<file path="src/rtl/psu_sup_pkg.sv">
// Package: shared types for the power supply fault supervisor.
// Assumes all users encode the pull-down strength with pg_drive_e.
package psu_sup_pkg;

    // Pull-down strength requested on the power-good pin.
    typedef enum logic [1:0] {
        PG_OPEN   = 2'd0,
        PG_WEAK   = 2'd1,
        PG_MED    = 2'd2,
        PG_STRONG = 2'd3
    } pg_drive_e;

    // Latched fault record.
    typedef struct packed {
        logic oc;
        logic ov;
        logic uv;
    } fault_rec_t;

    localparam int unsigned PG_SEL_W = 3;

endpackage

</file>
<file path="src/rtl/psu_startup_timer.sv">
// Module: start-up timer. Counts operating cycles from zero and saturates
// at PG_CYCLES. Reports the soft-start window and the power-good release.
// Assumes SS_CYCLES <= PG_CYCLES and that 'active' is synchronous to clk.
module psu_startup_timer #(
    parameter int unsigned SS_CYCLES = 1500,
    parameter int unsigned PG_CYCLES = 2750
) (
    input  logic clk,
    input  logic rst_n,
    input  logic active,
    output logic in_softstart,
    output logic pg_ready
);
    localparam int unsigned CNT_W = $clog2(PG_CYCLES + 1);
    localparam logic [CNT_W-1:0] SS_LIM = CNT_W'(SS_CYCLES);
    localparam logic [CNT_W-1:0] PG_LIM = CNT_W'(PG_CYCLES);

    logic [CNT_W-1:0] cnt_q;

    // Purpose: count operating cycles, clear when idle, hold at the limit.
    always_ff @(posedge clk) begin
        if (!rst_n || !active) begin
            cnt_q <= '0;
        end else if (cnt_q != PG_LIM) begin
            cnt_q <= cnt_q + 1'b1;
        end
    end

    // Purpose: decode the two windows from the count.
    always_comb begin
        in_softstart = active && (cnt_q < SS_LIM);
        pg_ready     = active && (cnt_q == PG_LIM);
    end

    // The counter never passes its limit.
    assert_cnt_bound_R2: assert property (@(posedge clk) disable iff (!rst_n)
        cnt_q <= PG_LIM);

    // The count grows by one per operating cycle until it saturates.
    assert_cnt_step_R3: assert property (@(posedge clk) disable iff (!rst_n)
        (active && $past(active) && $past(cnt_q) != PG_LIM && $past(rst_n))
            |-> cnt_q == $past(cnt_q) + 1'b1);

endmodule

</file>
<file path="src/rtl/psu_fault_latch.sv">
// Module: fault latches and overvoltage crowbar. Captures overcurrent,
// overvoltage and (after soft-start) undervoltage while active, and clears
// everything when not active. Crowbar sets on the upper overvoltage level
// and releases below the lower one.
// Assumes the input flags are already synchronous to clk.
module psu_fault_latch
    import psu_sup_pkg::*;
(
    input  logic       clk,
    input  logic       rst_n,
    input  logic       active,
    input  logic       uv_mask,
    input  logic       oc_in,
    input  logic       ov_hi_in,
    input  logic       ov_lo_in,
    input  logic       uv_in,
    output fault_rec_t faults,
    output logic       crowbar
);
    fault_rec_t flt_q;
    logic       bar_q;

    // Purpose: accumulate faults while active, clear on leaving operation.
    always_ff @(posedge clk) begin
        if (!rst_n || !active) begin
            flt_q <= '0;
        end else begin
            flt_q.oc <= flt_q.oc | oc_in;
            flt_q.ov <= flt_q.ov | ov_hi_in;
            flt_q.uv <= flt_q.uv | (uv_in & ~uv_mask);
        end
    end

    // Purpose: hysteretic low-side crowbar between the two overvoltage levels.
    always_ff @(posedge clk) begin
        if (!rst_n || !active) begin
            bar_q <= 1'b0;
        end else if (ov_hi_in) begin
            bar_q <= 1'b1;
        end else if (!ov_lo_in) begin
            bar_q <= 1'b0;
        end
    end

    assign faults  = flt_q;
    assign crowbar = active & bar_q;

    // An overcurrent record holds while operation continues.
    assert_oc_sticky_R4: assert property (@(posedge clk) disable iff (!rst_n)
        ($past(flt_q.oc) && $past(active) && active) |-> flt_q.oc);

    // The crowbar is on one cycle after an upper overvoltage sample.
    assert_crowbar_set_R5: assert property (@(posedge clk) disable iff (!rst_n)
        ($past(active) && $past(ov_hi_in) && $past(rst_n) && active) |-> crowbar);

    // The crowbar never runs without a latched overvoltage.
    assert_crowbar_needs_ov_R5: assert property (@(posedge clk) disable iff (!rst_n)
        crowbar |-> flt_q.ov);

    // Undervoltage sampled inside soft-start leaves no record.
    assert_uv_masked_R6: assert property (@(posedge clk) disable iff (!rst_n)
        ($past(active) && $past(uv_mask) && !$past(flt_q.uv) && $past(rst_n) && active)
            |-> !flt_q.uv);

endmodule

</file>
<file path="src/rtl/psu_pg_encoder.sv">
// Module: power-good encoder. Picks one pull-down strength by priority
// (overcurrent, then overvoltage, then undervoltage or start-up) and
// expands it to mutually exclusive select lines.
// Assumes sel bit 0 = weak, bit 1 = medium, bit 2 = strong.
module psu_pg_encoder
    import psu_sup_pkg::*;
(
    input  logic                clk,
    input  logic                rst_n,
    input  logic                active,
    input  logic                pg_ready,
    input  fault_rec_t          faults,
    output logic [PG_SEL_W-1:0] sel
);
    pg_drive_e drive;

    // Purpose: priority choice of the pull-down strength.
    always_comb begin
        if (!active)             drive = PG_OPEN;
        else if (faults.oc)      drive = PG_STRONG;
        else if (faults.ov)      drive = PG_MED;
        else if (faults.uv)      drive = PG_WEAK;
        else if (!pg_ready)      drive = PG_WEAK;
        else                     drive = PG_OPEN;
    end

    // Purpose: one select line per nonzero strength code.
    for (genvar i = 0; i < PG_SEL_W; i++) begin : g_sel
        assign sel[i] = (drive == pg_drive_e'(i + 1));
    end

    // At most one select is active.
    assert_sel_onehot_R7: assert property (@(posedge clk) disable iff (!rst_n)
        $onehot0(sel));

    // Overcurrent always wins the select.
    assert_oc_wins_R7: assert property (@(posedge clk) disable iff (!rst_n)
        (active && faults.oc) |-> sel[2]);

endmodule

</file>
<file path="src/rtl/psu_fault_supervisor.sv">
// Module: top of the power supply fault supervisor. Combines the start-up
// timer, the fault latches and the power-good encoder, and gates the
// modulator run permission.
// Assumes all inputs are synchronous to clk and free of glitches.
module psu_fault_supervisor
    import psu_sup_pkg::*;
#(
    parameter int unsigned SS_CYCLES = 1500,
    parameter int unsigned PG_CYCLES = 2750
) (
    input  logic clk,
    input  logic rst_n,
    input  logic sup_vcc_ok,
    input  logic sup_en,
    input  logic fb_ov_hi,
    input  logic fb_ov_lo,
    input  logic fb_uv,
    input  logic die_hot,
    input  logic oc_trip,
    output logic run_pwm,
    output logic lowside_force,
    output logic ss_busy,
    output logic pg_sel_weak,
    output logic pg_sel_med,
    output logic pg_sel_strong
);
    logic                active;
    logic                in_ss;
    logic                pg_ready;
    fault_rec_t          faults;
    logic                crowbar;
    logic [PG_SEL_W-1:0] sel;

    // Purpose: operating when both enable and the supply are good.
    assign active = sup_en & sup_vcc_ok;

    psu_startup_timer #(
        .SS_CYCLES (SS_CYCLES),
        .PG_CYCLES (PG_CYCLES)
    ) u_timer (
        .clk          (clk),
        .rst_n        (rst_n),
        .active       (active),
        .in_softstart (in_ss),
        .pg_ready     (pg_ready)
    );

    psu_fault_latch u_faults (
        .clk      (clk),
        .rst_n    (rst_n),
        .active   (active),
        .uv_mask  (in_ss),
        .oc_in    (oc_trip),
        .ov_hi_in (fb_ov_hi),
        .ov_lo_in (fb_ov_lo),
        .uv_in    (fb_uv),
        .faults   (faults),
        .crowbar  (crowbar)
    );

    psu_pg_encoder u_pg (
        .clk      (clk),
        .rst_n    (rst_n),
        .active   (active),
        .pg_ready (pg_ready),
        .faults   (faults),
        .sel      (sel)
    );

    // Purpose: run permission, gated at once by enable, supply and heat.
    always_comb begin
        run_pwm = active && !die_hot && (faults == '0);
    end

    assign lowside_force = crowbar;
    assign ss_busy       = in_ss;
    assign pg_sel_weak   = sel[0];
    assign pg_sel_med    = sel[1];
    assign pg_sel_strong = sel[2];

    // Idle converter: nothing driven.
    assert_idle_quiet_R1: assert property (@(posedge clk) disable iff (!rst_n)
        !active |-> !(run_pwm || lowside_force || ss_busy || pg_sel_weak
                      || pg_sel_med || pg_sel_strong));

    // Over-temperature blocks switching.
    assert_hot_stops_R9: assert property (@(posedge clk) disable iff (!rst_n)
        die_hot |-> !run_pwm);

    // A released power-good never coincides with soft-start.
    assert_release_after_ss_R3: assert property (@(posedge clk) disable iff (!rst_n)
        (active && !pg_sel_weak && !pg_sel_med && !pg_sel_strong) |-> !ss_busy);

    // Crowbar and switching are never both requested.
    assert_no_run_with_bar_R5: assert property (@(posedge clk) disable iff (!rst_n)
        lowside_force |-> !run_pwm);

endmodule

</file>
<file path="config.mk">
export PLATFORM = sky130hd
export DESIGN_NAME = psu_fault_supervisor
export DESIGN_NICKNAME = d
export VERILOG_FILES = /design/src/rtl/psu_sup_pkg.sv /design/src/rtl/psu_startup_timer.sv /design/src/rtl/psu_fault_latch.sv /design/src/rtl/psu_pg_encoder.sv /design/src/rtl/psu_fault_supervisor.sv
export SDC_FILE = /design/constraint.sdc
export NUM_CORES = 1
export LEC_CHECK = 0
export CAP_MARGIN = 20
export CORE_UTILIZATION = 63
export CTS_BUF_LIST = sky130_fd_sc_hd__clkbuf_8
export CTS_CLUSTER_DIAMETER = 50
export DETAILED_ROUTE_END_ITERATION = 12
export DONT_BUFFER_PORTS = 1
export GPL_ROUTABILITY_DRIVEN = 0
export PLACE_DENSITY = 0.9
export SETUP_SLACK_MARGIN = 0.4
export SLEW_MARGIN = 20
export SYNTH_ARGS = -nofsm -noshare
export SYNTH_HDL_FRONTEND = slang
export SYNTH_SLANG_ARGS = --single-unit
</file>
<file path="constraint.sdc">
create_clock -name clk -period 1.85 [get_ports clk]
set_input_delay 0.185 -clock clk [delete_from_list [all_inputs] [get_ports clk]]
set_output_delay 0.185 -clock clk [all_outputs]
set_load 0.005 [all_outputs]
</file>
== Word level (Yosys, flattened, before mapping) ==
Cells that the tools add are included.

* Multiplexer cells: 7
* Eq/ne operators: 6
* Order comparisons: 1
* Reductions and logical operators: 9
* $add $sub $neg: 1
* Bitwise operators: 7

{| class="wikitable"
|+ Operator list
! kind !! number
|-
| $add A12 B1 Y12 const B || 1
|-
| $eq A12 B12 Y1 const B || 1
|-
| $lt A12 B11 Y1 const B || 1
|-
| $ne A12 B12 Y1 const B || 1
|-
| $mux W2 || 4
|-
| $eq A2 B2 Y1 const B || 2
|-
| $logic_and A1 B1 Y1 || 4
|-
| $and A1 B1 Y1 || 3
|-
| $logic_not A1 Y1 || 3
|-
| $logic_not A3 Y1 || 1
|-
| $mux W1 || 3
|-
| $or A1 B1 Y1 || 3
|-
| $eq A2 B1 Y1 const B || 1
|-
| $ne A2 B2 Y1 const B || 1
|-
| $logic_or A1 B1 Y1 || 1
|-
| $not A1 Y1 || 1
|}

* Word-level logic and storage cells: 36
* Bits of input ports: 9
* Bits in registers: 16
* Output and inout bits: 6

== Logic depth before layout (Yosys ltp) ==
* Depth in word-level cells: 8
* Gate-level depth with buffers: 5
* Mapped depth without buffers: 5

== By module ==
Synthesis repeated with hierarchy kept, for this count alone.

* Cell total of the unflattened synthesis: 97
* Area total of the unflattened synthesis: 849.6 um^2

{| class="wikitable"
|+ Modules (own cells, without submodules)
! module !! area an instance (um^2) !! times used !! cells each !! sequential area each (um^2)
|-
| psu_startup_timer || 644.4 || 1 || 75 || 240.2
|-
| psu_fault_latch || 142.6 || 1 || 15 || 80.1
|-
| psu_pg_encoder || 43.8 || 1 || 4 || 0.0
|-
| psu_fault_supervisor || 18.8 || 1 || 3 || 0.0
|}

== Worst setup path after synthesis ==
OpenSTA, ideal clock, no wires.

* Kind: flip-flop to flip-flop
* From: register u_timer.cnt_q[0]
* To: register u_timer.cnt_q[5]
* Path slack: 0.454 ns
* Stages on the path, launching flop included: 6
* Arrival: 1.317 ns
* Required time: 1.771 ns
* Library setup time: 0.079 ns
* Cells stage by stage: dfxtp_1 -> inv_1 -> ha_1 -> nand2_4 -> or4_4 -> a211oi_2

* Cells in the longest elaborated chain, start to end: 1
* Elaborated cells on any way between the ends: 2
* Those cells by class: add/sub (1); eq/ne (1)

{| class="wikitable"
|+ RTL lines
! element !! RTL line !! text
|-
| start: declaration || psu_startup_timer.sv:18 || <nowiki>logic [CNT_W-1:0] cnt_q;</nowiki>
|-
| start signal: assignment || psu_startup_timer.sv:25 || <nowiki>cnt_q <= cnt_q + 1'b1;</nowiki>
|-
| $add A12 B1 Y12 or $ne A12 B12 Y1 (tied branches) || psu_startup_timer.sv:25, psu_startup_timer.sv:24 ||
|}

Several ways; a longest one is shown, not always the timed one.
A chain may end at the register's enable or synchronous reset.

== Final worst setup path ==
* From: register u_timer.cnt_q[0]
* To: register u_timer.cnt_q[4]

Same word-level chain as after synthesis.

==> out/qor.yml <==
run_status:
  outcome: "complete, no violations"
run:
  drv_cap: 0
power_and_ir_drop:
  power_density_nw_per_um2: 612
  p_leak_nw: 0.372
  ir_drop_mv: 0.476
drt:
  drc: 0
  dr.pass1.iters: 5
  drt_iter0_markers: 80
  vias: 872
  routed_via_density: 7.39
  wl_mm: 2.39
  routedWlPerCell_um: 20.2
  ant_nets: 0
logic_synthesis:
  yosysUniqueCellTypes: 35
  synth_fp_nets: 107
  ys_ff_latch: 16
  synth_area_um2: 842
  yosys.area.top_type: "dfxtp_1"
  yosys.area.top_type_share: 0.380
  synth.avg_cell_area_um2: 8.77
  synth_sequential_area_ratio: 0.380
  synthCells: 96
  ys_top_cells_by_area: "dfxtp_1 38%, a21oi_1 4.2%, a31oi_1 3.7%"
  yosys_warnings: 0
placed_design:
  dp_hpwl_mm: 1.32
  portBuffers: 0
floorplan:
  initial_core_util: 0.719
  die_y_um: 38.6
  die-area_um2: 1490
  core_um2: 1170
  ios: 15
  rows: 12
  die_w_um: 38.6
critical_path:
  cpPeakStageDelay_ns: 0.32
  cp-start-kind: "flip-flop"
  arrival_ns: 1.63
  crit_required_ns: 1.97
  crit_path_cell_trace: "buf_4 -> ha_1 -> buf_4 -> and3_2 -> o21ai_0 -> a31oi_1"
  critical_path_class: "reg -> reg"
  path_buf_inv: 2
  critPathTopFamily: "flip-flops"
  path_common_cell: "buf_4"
  critPathMaxFanout: 6
  crit_path_end_kind: "flip-flop"
  slowest_stage: "dfxtp_2"
sta:
  skew_ns: 0.00301
  final.period_utilization: 0.817
  layout_min_cycle_time_ns: 1.51
  hold_viol_final: 0
  maxSlewViolCount: 0
  grt_setup_unrepaired: "yes"
  fmaxAchievable_mhz: 661
  finalSetupViolCount: 0
  tns_ns: 0
  slew_headroom: 0.620
  worst_pin_slew_ns: 0.568
cells_and_area:
  fillers: 63
  drive_gt1_frac: 0.346
  fin_nets: 117
  final_common_cell: "dfxtp_1"
  final_cell_mix: "8 x dfxtp_1, 7 x buf_4, 6 x nand2_1, 6 x nor2_1"
  syn_to_final_growth_pct: 21.5
  post-route-util: 0.874
  diodes: 0
worst_hold_path:
  min_path_type: "in -> reg"
clocking:
  ctsHtreeMaxLevel: 1
  clockBufferDepth: 2
  cts_made_buffers: 3
  clock_sinks: 16
  clk_pin_slew_worst_paths_ns: 0.06
  cts_tree: "built"
  cts_root_buffer: "clkbuf_8"
  cts_hold_buf: 0
  insertion_delay_ns: 0.25
global_routing:
  grt_pass1_vias: 686
  grt_max_degree: 12
  grt_antenna_before_repair: 0
  track_usage: 0.332
  grt_pass1_wl_mm: 3.22
  gr-total-overflow: 0
[metrics by stage]
stage | hold slack [ns] | total power [mW] | instance area (µm²) | instances | worst slack [ns]
floorplan | 0.301 | 0.373 | 842 | 96 | 0.454
global placement | 0.303 | 0.375 | 848 | 108 | 0.276
detailed placement | 0.317 | 0.376 | 848 | 108 | 0.206
CTS | 0.0631 | 0.635 | 982 | 116 | 0.399
global route | 0.0615 | 0.647 | 1020 | 118 | 0.192
finish | 0.0602 | 0.626 | 1020 | 118 | 0.338
[layer usage]
| metal | global-route usage | share of wire | wire [µm] |
|---|---|---|---|
| met1 | 0.397 | 0.37 | 893 |
| met2 | 0.525 | 0.45 | 1070 |
| met3 | 0.0814 | 0.11 | 271 |
| met4 | 0.207 | 0.064 | 153 |
| met5 | 0 | 0 | 0 |
[final cells by class]
class                      count  area [µm²]  share of cell area
clock buffer                   3        41.3              0.0403
inverter                       5        18.8              0.0183
multi-input combinational     72         544               0.532
sequential                    16         338               0.330
tap                           14        17.5              0.0171
timing repair buffer           8        63.8              0.0623
[cells by family after synthesis]
kind of cell / Yosys count / share of synthesized area
mux: 2 / 0.0238
buf+inv: 8 / 0.0446
flops: 16 / 0.380
simple gates: 41 / 0.308
compound gates: 27 / 0.214
fa+ha+maj: 2 / 0.0297
[cell usage after synthesis, drive strengths merged]
cell and n:
dfxtp 16, a21oi 7, nand2 7, and3 6
nor2 6, a31oi 5, inv 5, o21ai 5
or4 4, a211oi 3, nand3 3, nand4 3
nor3 3, o31ai 3, clkbuf 2, ha 2
mux2i 2, nor4 2, or3 2, a21o 1
a41o 1, and4 1, buf 1, nand2b 1
nand3b 1, nand4bb 1, nor3b 1, o2111ai 1
o21bai 1
[sequential cells by signal (all words and copies together) (netlist names)]
register	cells
u_faults.bar_q	1
u_faults.faults	3
u_timer.cnt_q	12
[path summary, 6_finish.rpt]
kind | start | to | slack, ns | cells past startpoint
worst max-delay path | u_timer.cnt_q[0] | u_timer.cnt_q[4] | 0.34 | 6
worst min-delay path | fb_ov_hi | u_faults.faults[1] | 0.06 | 2
worst max register to register | u_timer.cnt_q[0] | u_timer.cnt_q[4] | 0.34 | 6
worst min register to register | u_faults.bar_q | u_faults.bar_q | 0.48 | 2
[timing repair]
| action | in CTS | in global routing |
|---|---|---|
| pin swaps | 2 | 5 |
| endpoints found under the hold margin | 0 | 0 |
| resized for setup | 14 | 9 |
| endpoints found under the setup margin | 11 | 7 |
| setup buffers | 5 | 2 |
[report_power, final]
group	internal (mW)	switching (mW)	total, mW
clock network	0.144	0.113	0.257
logic	0.00819	0.0144	0.0226
registers	0.343	0.00281	0.346
total	0.496	0.130	0.626
Note: power is estimated with default switching activity, not from simulation.
